--- config.mk ---
export PLATFORM = sky130hd
export DESIGN_NAME = twire_reg_slave
export DESIGN_NICKNAME = d
export VERILOG_FILES = /design/src/rtl/twire_pkg.sv /design/src/rtl/twire_datapath.sv /design/src/rtl/twire_ctrl.sv /design/src/rtl/twire_reg_slave.sv
export SDC_FILE = /design/constraint.sdc
export NUM_CORES = 1
export LEC_CHECK = 0
export BUFFER_PORTS_ARGS = -buffer_cell sky130_fd_sc_hd__buf_2
export CAP_MARGIN = 20
export CELL_PAD_IN_SITES_DETAIL_PLACEMENT = 0
export CELL_PAD_IN_SITES_GLOBAL_PLACEMENT = 1
export CORE_MARGIN = 5
export CORE_UTILIZATION = 45
export CTS_BUF_LIST = sky130_fd_sc_hd__clkbuf_4 sky130_fd_sc_hd__clkbuf_8
export CTS_CLUSTER_DIAMETER = 200
export CTS_CLUSTER_SIZE = 10
export DETAILED_ROUTE_END_ITERATION = 7
export GPL_ROUTABILITY_DRIVEN = 0
export PLACE_DENSITY = 0.79
export SLEW_MARGIN = 10
export SYNTH_ARGS = -nofsm -noshare
export SYNTH_HDL_FRONTEND = slang
export SYNTH_SLANG_ARGS = --single-unit
--- constraint.sdc ---
create_clock -name clk -period 3.1 [get_ports clk]
set_input_delay 0 -clock clk [delete_from_list [all_inputs] [get_ports clk]]
set_output_delay 0 -clock clk [all_outputs]
set_load 0.01 [all_outputs]
--- src/rtl/twire_pkg.sv ---
package twire_pkg;

  localparam int BYTE_W = 8;

  typedef enum logic [2:0] {
    ST_IDLE,
    ST_RX_ADDR,
    ST_RX_WORD,
    ST_RX_DATA,
    ST_ACK,
    ST_TX_DATA,
    ST_TX_ACK,
    ST_IGNORE
  } slvState_t;

  // strobes from control to datapath, all single-cycle
  typedef struct packed {
    logic clrBits;    // restart the bit counter
    logic loadPtr;    // pointer <= received byte
    logic wrByte;     // write received byte at pointer, advance
    logic fetchCur;   // read at pointer
    logic fetchNext;  // advance pointer, read at new value
    logic driveAck;   // pull data line low for an acknowledge
    logic driveBit;   // put next transmit bit on the line
    logic relSda;     // release the data line
  } dpStrobe_t;

endpackage

--- src/rtl/twire_datapath.sv ---
module twire_datapath
  import twire_pkg::*;
#(
  parameter int ADDR_W      = 6,
  parameter int SYNC_STAGES = 2
) (
  input  logic              clk,
  input  logic              rstN,
  input  logic              powerFail,
  input  logic              sclIn,
  input  logic              sdaIn,
  input  dpStrobe_t         stb,
  output logic              sclFall,
  output logic              startDet,
  output logic              stopDet,
  output logic              byteDone,
  output logic [BYTE_W-1:0] rxByte,
  output logic              sdaPullLow,
  output logic [ADDR_W-1:0] memAddr,
  output logic              memWrEn,
  output logic [BYTE_W-1:0] memWrData,
  output logic              memRdEn,
  input  logic [BYTE_W-1:0] memRdData
);

  localparam int CNT_W = $clog2(BYTE_W + 2);

  logic [SYNC_STAGES-1:0] sclPipe, sdaPipe;
  logic                   sclS, sdaS, sclPrev, sdaPrev;
  logic                   sclRise;
  logic [CNT_W-1:0]       bitCnt;
  logic [BYTE_W-1:0]      rxShift, txShift;
  logic [ADDR_W-1:0]      ptr;
  logic                   rdLatch;

  // synchronisers, idle-high reset
  always_ff @(posedge clk or negedge rstN) begin
    if (!rstN) begin
      sclPipe <= '1;
      sdaPipe <= '1;
      sclPrev <= 1'b1;
      sdaPrev <= 1'b1;
    end else begin
      sclPipe <= {sclPipe[SYNC_STAGES-2:0], sclIn};
      sdaPipe <= {sdaPipe[SYNC_STAGES-2:0], sdaIn};
      sclPrev <= sclS;
      sdaPrev <= sdaS;
    end
  end

  assign sclS     = sclPipe[SYNC_STAGES-1];
  assign sdaS     = sdaPipe[SYNC_STAGES-1];
  assign sclRise  = sclS & ~sclPrev;
  assign sclFall  = ~sclS & sclPrev;
  assign startDet = sclS & sclPrev & sdaPrev & ~sdaS;
  assign stopDet  = sclS & sclPrev & ~sdaPrev & sdaS;

  // receive shifter and bit counter
  always_ff @(posedge clk or negedge rstN) begin
    if (!rstN) begin
      bitCnt  <= '0;
      rxShift <= '0;
    end else begin
      if (sclRise) rxShift <= {rxShift[BYTE_W-2:0], sdaS};
      if (powerFail || stb.clrBits) bitCnt <= '0;
      else if (sclRise)             bitCnt <= bitCnt + CNT_W'(1);
    end
  end

  assign byteDone = (bitCnt == CNT_W'(BYTE_W));
  assign rxByte   = rxShift;

  // pointer and register-space port
  always_ff @(posedge clk or negedge rstN) begin
    if (!rstN) begin
      ptr       <= '0;
      memAddr   <= '0;
      memWrEn   <= 1'b0;
      memWrData <= '0;
      memRdEn   <= 1'b0;
      rdLatch   <= 1'b0;
    end else begin
      memWrEn <= 1'b0;
      memRdEn <= 1'b0;
      rdLatch <= memRdEn & ~powerFail;
      if (powerFail) begin
        ptr <= '0;
      end else begin
        if (stb.loadPtr) ptr <= rxShift[ADDR_W-1:0];
        if (stb.wrByte) begin
          memWrEn   <= 1'b1;
          memWrData <= rxShift;
          memAddr   <= ptr;
          ptr       <= ptr + ADDR_W'(1);
        end
        if (stb.fetchCur) begin
          memRdEn <= 1'b1;
          memAddr <= ptr;
        end
        if (stb.fetchNext) begin
          memRdEn <= 1'b1;
          memAddr <= ptr + ADDR_W'(1);
          ptr     <= ptr + ADDR_W'(1);
        end
      end
    end
  end

  // transmit shifter and line drive
  always_ff @(posedge clk or negedge rstN) begin
    if (!rstN) begin
      txShift    <= '1;
      sdaPullLow <= 1'b0;
    end else begin
      if (rdLatch)           txShift <= memRdData;
      else if (stb.driveBit) txShift <= {txShift[BYTE_W-2:0], 1'b1};
      if (powerFail || stb.relSda) sdaPullLow <= 1'b0;
      else if (stb.driveAck)       sdaPullLow <= 1'b1;
      else if (stb.driveBit)       sdaPullLow <= ~txShift[BYTE_W-1];
    end
  end

endmodule

--- src/rtl/twire_ctrl.sv ---
module twire_ctrl
  import twire_pkg::*;
#(
  parameter logic [6:0] DEV_ADDR = 7'h68
) (
  input  logic              clk,
  input  logic              rstN,
  input  logic              powerFail,
  input  logic              sclFall,
  input  logic              startDet,
  input  logic              stopDet,
  input  logic              byteDone,
  input  logic [BYTE_W-1:0] rxByte,
  output dpStrobe_t         stb
);

  localparam logic [BYTE_W-1:0] WR_CODE = {DEV_ADDR, 1'b0};
  localparam logic [BYTE_W-1:0] RD_CODE = {DEV_ADDR, 1'b1};

  slvState_t state, stateN, ackNext, ackNextN;

  always_ff @(posedge clk or negedge rstN) begin
    if (!rstN) begin
      state   <= ST_IDLE;
      ackNext <= ST_IDLE;
    end else begin
      state   <= stateN;
      ackNext <= ackNextN;
    end
  end

  always_comb begin
    stb      = '0;
    stateN   = state;
    ackNextN = ackNext;
    if (powerFail) begin
      stateN = ST_IDLE;
    end else if (stopDet) begin
      stateN      = ST_IDLE;
      stb.relSda  = 1'b1;
      stb.clrBits = 1'b1;
    end else if (startDet) begin
      stateN      = ST_RX_ADDR;
      stb.relSda  = 1'b1;
      stb.clrBits = 1'b1;
    end else if (sclFall) begin
      unique case (state)
        ST_RX_ADDR: if (byteDone) begin
          if (rxByte == WR_CODE) begin
            stb.driveAck = 1'b1;
            ackNextN     = ST_RX_WORD;
            stateN       = ST_ACK;
          end else if (rxByte == RD_CODE) begin
            stb.driveAck = 1'b1;
            stb.fetchCur = 1'b1;
            ackNextN     = ST_TX_DATA;
            stateN       = ST_ACK;
          end else begin
            stateN = ST_IGNORE;
          end
        end
        ST_RX_WORD: if (byteDone) begin
          stb.loadPtr  = 1'b1;
          stb.driveAck = 1'b1;
          ackNextN     = ST_RX_DATA;
          stateN       = ST_ACK;
        end
        ST_RX_DATA: if (byteDone) begin
          stb.wrByte   = 1'b1;
          stb.driveAck = 1'b1;
          ackNextN     = ST_RX_DATA;
          stateN       = ST_ACK;
        end
        ST_ACK: begin
          stb.clrBits = 1'b1;
          if (ackNext == ST_TX_DATA) stb.driveBit = 1'b1;
          else                       stb.relSda   = 1'b1;
          stateN = ackNext;
        end
        ST_TX_DATA: begin
          if (byteDone) begin
            stb.relSda    = 1'b1;
            stb.fetchNext = 1'b1;
            stateN        = ST_TX_ACK;
          end else begin
            stb.driveBit = 1'b1;
          end
        end
        ST_TX_ACK: begin
          stb.clrBits = 1'b1;
          if (!rxByte[0]) begin
            stb.driveBit = 1'b1;
            stateN       = ST_TX_DATA;
          end else begin
            stateN = ST_IGNORE;
          end
        end
        default: ;
      endcase
    end
  end

endmodule

--- src/rtl/twire_reg_slave.sv ---
module twire_reg_slave
  import twire_pkg::*;
#(
  parameter logic [6:0] DEV_ADDR    = 7'h68,
  parameter int         ADDR_W      = 6,
  parameter int         SYNC_STAGES = 2
) (
  input  logic              clk,
  input  logic              rstN,
  input  logic              sclIn,
  input  logic              sdaIn,
  output logic              sdaPullLow,
  input  logic              powerFail,
  output logic [ADDR_W-1:0] memAddr,
  output logic              memWrEn,
  output logic [7:0]        memWrData,
  output logic              memRdEn,
  input  logic [7:0]        memRdData
);

  dpStrobe_t         stb;
  logic              sclFall, startDet, stopDet, byteDone;
  logic [BYTE_W-1:0] rxByte;

  twire_ctrl #(.DEV_ADDR(DEV_ADDR)) u_ctrl (
    .clk(clk), .rstN(rstN), .powerFail(powerFail),
    .sclFall(sclFall), .startDet(startDet), .stopDet(stopDet),
    .byteDone(byteDone), .rxByte(rxByte), .stb(stb)
  );

  twire_datapath #(.ADDR_W(ADDR_W), .SYNC_STAGES(SYNC_STAGES)) u_dp (
    .clk(clk), .rstN(rstN), .powerFail(powerFail),
    .sclIn(sclIn), .sdaIn(sdaIn), .stb(stb),
    .sclFall(sclFall), .startDet(startDet), .stopDet(stopDet),
    .byteDone(byteDone), .rxByte(rxByte), .sdaPullLow(sdaPullLow),
    .memAddr(memAddr), .memWrEn(memWrEn), .memWrData(memWrData),
    .memRdEn(memRdEn), .memRdData(memRdData)
  );

endmodule

==> results.ini <==
[worst_setup_path]
cp-start-kind=flip-flop
arrival_ns=2.24
cp_num_cells=6
crit_type=reg -> reg
path_max_fanout=10
critPathBufInv=1
rr_worst_depth=6
cp_top_family=simple AND/OR/NAND/NOR gates
cp-end-kind=flip-flop
max_stage_delay_ns=0.46
crit_chain=inv_1 > ha_1 > and3b_2 > nand4b_4 > or2_1 > mux2_4
cpMaxStageDelayCell=or2_1
crit_required_ns=3.31

[detailed_routing]
num_vias=2034
antenna_left=0
viasPerCell=5.30
drt_iter0_markers=141
drc=0
routed_wirelength_um=5620
wl_per_cell_um=14.6
drt_first_pass_iters=4

[die]
core-area_sq_um=6030
die-area_sq_um=7950
row_count=28
top_level_ports=30
die_h_um=89.2
die_w_um=89.2
start_util_pct=46.8

[synthesis]
ys.flop_type=dfrtp_1
synth_area_leaders=dfrtp_1, dfstp_2, mux2i_1
synth_cell_types=59
ys_warn_count=0
ys_seq_area_share_pct=50.3
synth_nets=282
yosys.area.top_type=dfrtp_1
netlist.area_leader.share_pct=37.3
async_flop_share_pct=100
synth_seq_cells=56
avgSynthCellArea_sq_um=10.6
netlist_area_sq_um=2820
synth_cells=266
synth_edf_count=0

[placed_design]
post-dp-hpwl_um=3990
placed_area_sq_um=3030
numPortBuffers=29

[sta]
clock.fmax_mhz=493
final-setup-viol-count=0
worst_pin_slew_ns=0.704
hold_ws_ns=0.0204
fin_skew_ns=0.0106
slew_headroom_pct=53.0
fin_crit_sh_pct=65.4
slew_violations=0
grt_setup_unrepaired=false
tns_ns=0
fin_crit_ns=2.03
finalHoldViolCount=0

[clock_network]
clkTransAtPathRegs_ns=0.11
cts_tree=built
cts_num_sinks=56
htree_levels=2
cts_buffer_depth=2
clk_latency_ns=0.32
cts_root_buf=clkbuf_8
cts_resized=0
cts_buffers=5

[power_and_ir_drop]
ir_worst_vdd_mv=0.336
switching_share_pct=27.2
switchingPower_mw=0.382
p_int_mw=1.02
power_mw=1.41
power.density_nw_per_um2=432
p_seq_share_pct=60.1
power_leakage_nw=1.48
share_comb_of_total_power_pct=9.9
p_clk_share_pct=30.1

[grt]
grt_overflow=0
antenna_found_initial=0
grt_first_pass_wirelength_um=9690
grt_pass1_vias=2005
grt_max_degree=46
track_usage_pct=15.5

[final_layout]
n_antenna_cell=0
fin_nets=324
design_area_sq_um=3260
fill_cells=544
drive_above_1_share_pct=25.6
final_common_cell=dfrtp_1
final_cell_mix=dfrtp_1, nor2_1, buf_2, nand2_1, o21ai_0
area_delta_synth_final_pct=15.4

[run_status]
status=completed

[worst_hold_path]
hold_class=in -> reg
hold_depth=2

[job]
max_cap_violations=0

[power by group through the flow]
| stage | Clock (mW) | Sequential, mW | Combinational, mW |
|---|---|---|---|
| floorplan | 0 | 0.832 | 0.0915 |
| global placement | 0 | 0.857 | 0.125 |
| detailed placement | 0 | 0.860 | 0.127 |
| CTS | 0.436 | 0.846 | 0.138 |
| global route | 0.462 | 0.856 | 0.156 |
| finish | 0.423 | 0.845 | 0.139 |
[worst reg2reg max path: stages, from the launching register on]
cell      delay (ns)
dfrtp_1         0.43
inv_1           0.07
ha_1            0.15
and3b_2         0.27
nand4b_4        0.17
or2_1           0.46
mux2_4          0.38
[layout make-up]
| type | count | area, sq um | area share, % |
|---|---|---|---|
| flip-flops and latches | 56 | 1420 | 43.6 |
| multi-input cells | 193 | 1320 | 40.5 |
| repair buffers | 44 | 298 | 9.14 |
| well taps | 75 | 93.8 | 2.88 |
| clock buffers | 5 | 68.8 | 2.11 |
| inverters | 8 | 30.0 | 0.922 |
| clock inverters | 3 | 27.5 | 0.845 |
[cells by family after synthesis]
| kind of cell | after synthesis | synth area share (%) |
|---|---|---|
| AO/OA/AOI/OAI | 58 | 13.2 |
| XOR/XNOR | 8 | 2.48 |
| adder cells (fa/ha/maj) | 3 | 1.33 |
| buffers and inverters | 17 | 2.93 |
| flip-flops | 56 | 50.3 |
| multiplexers | 27 | 11.1 |
| AND/OR/NAND/NOR | 97 | 18.6 |
[flip-flops by register name (all words and copies together) (netlist names)]
| signal | count |
|---|---|
| u_ctrl.state | 3 |
| u_dp.memAddr | 6 |
| u_dp.memWrData | 8 |
| u_dp.sdaPullLow | 1 |
| u_dp.rdLatch | 1 |
| u_dp.memWrEn | 1 |
| u_dp.sclPrev | 1 |
| u_ctrl.ackNext | 3 |
| u_dp.sdaPrev | 1 |
| u_dp.rxByte | 8 |
| u_dp.bitCnt | 4 |
| u_dp.txShift | 8 |
| u_dp.memRdEn | 1 |
| u_dp.ptr | 6 |
| u_dp.sclPipe | 2 |
| u_dp.sdaPipe | 2 |
[what timing repair did]
| action | 4_1_cts | 5_1_grt |
|---|---|---|
| hold endpoints to repair | 40 | 0 |
| buffers inserted | 0 | 0 |
| hold buffers | 11 | 0 |
[cells in the mapped netlist (7+ instances only)]
cell type / number
a21oi_1: 11
o21ai_0: 21
mux2_4: 7
nor2_1: 30
mux2_2: 7
nor2b_1: 7
mux2i_1: 13
dfrtp_1: 42
nand3_1: 7
dfstp_2: 14
inv_1: 8
nand2_1: 24
[stage by stage]
stage	setup slack, ns	util [%]	std cells
after floorplan	1.31	-	266
after global placement	1.13	50.3	364
final	1.07	54.0	384
after CTS	1.08	53.7	383
after global routing	0.803	54.0	384
after detailed placement	1.08	50.3	364
[per-layer routing]
metal	global-route usage, %	vias up	wire [um]
li1	-	1024	-
met1	23.7	960	2920
met2	22.4	45	2370
met3	3.13	5	278
met4	4.06	0	52
met5	0	-	0
[final timing paths]
| check | start | endpoint | slack, ns |
|---|---|---|---|
| worst max register to register | u_dp.bitCnt[0] | u_dp.memWrData[7] | 1.07 |
| worst min-delay path | powerFail | u_dp.rdLatch | 0.02 |
| min in group asynchronous | rstN | u_dp.sdaPullLow | 0.12 |
| max in group asynchronous | rstN | u_dp.rxByte[1] | 2.28 |
| worst min register to register | u_dp.sclPipe[0] | u_dp.sclPipe[1] | 0.36 |
| worst max-delay path | u_dp.bitCnt[0] | u_dp.memWrData[7] | 1.07 |
(Power assumes the default switching activity.)
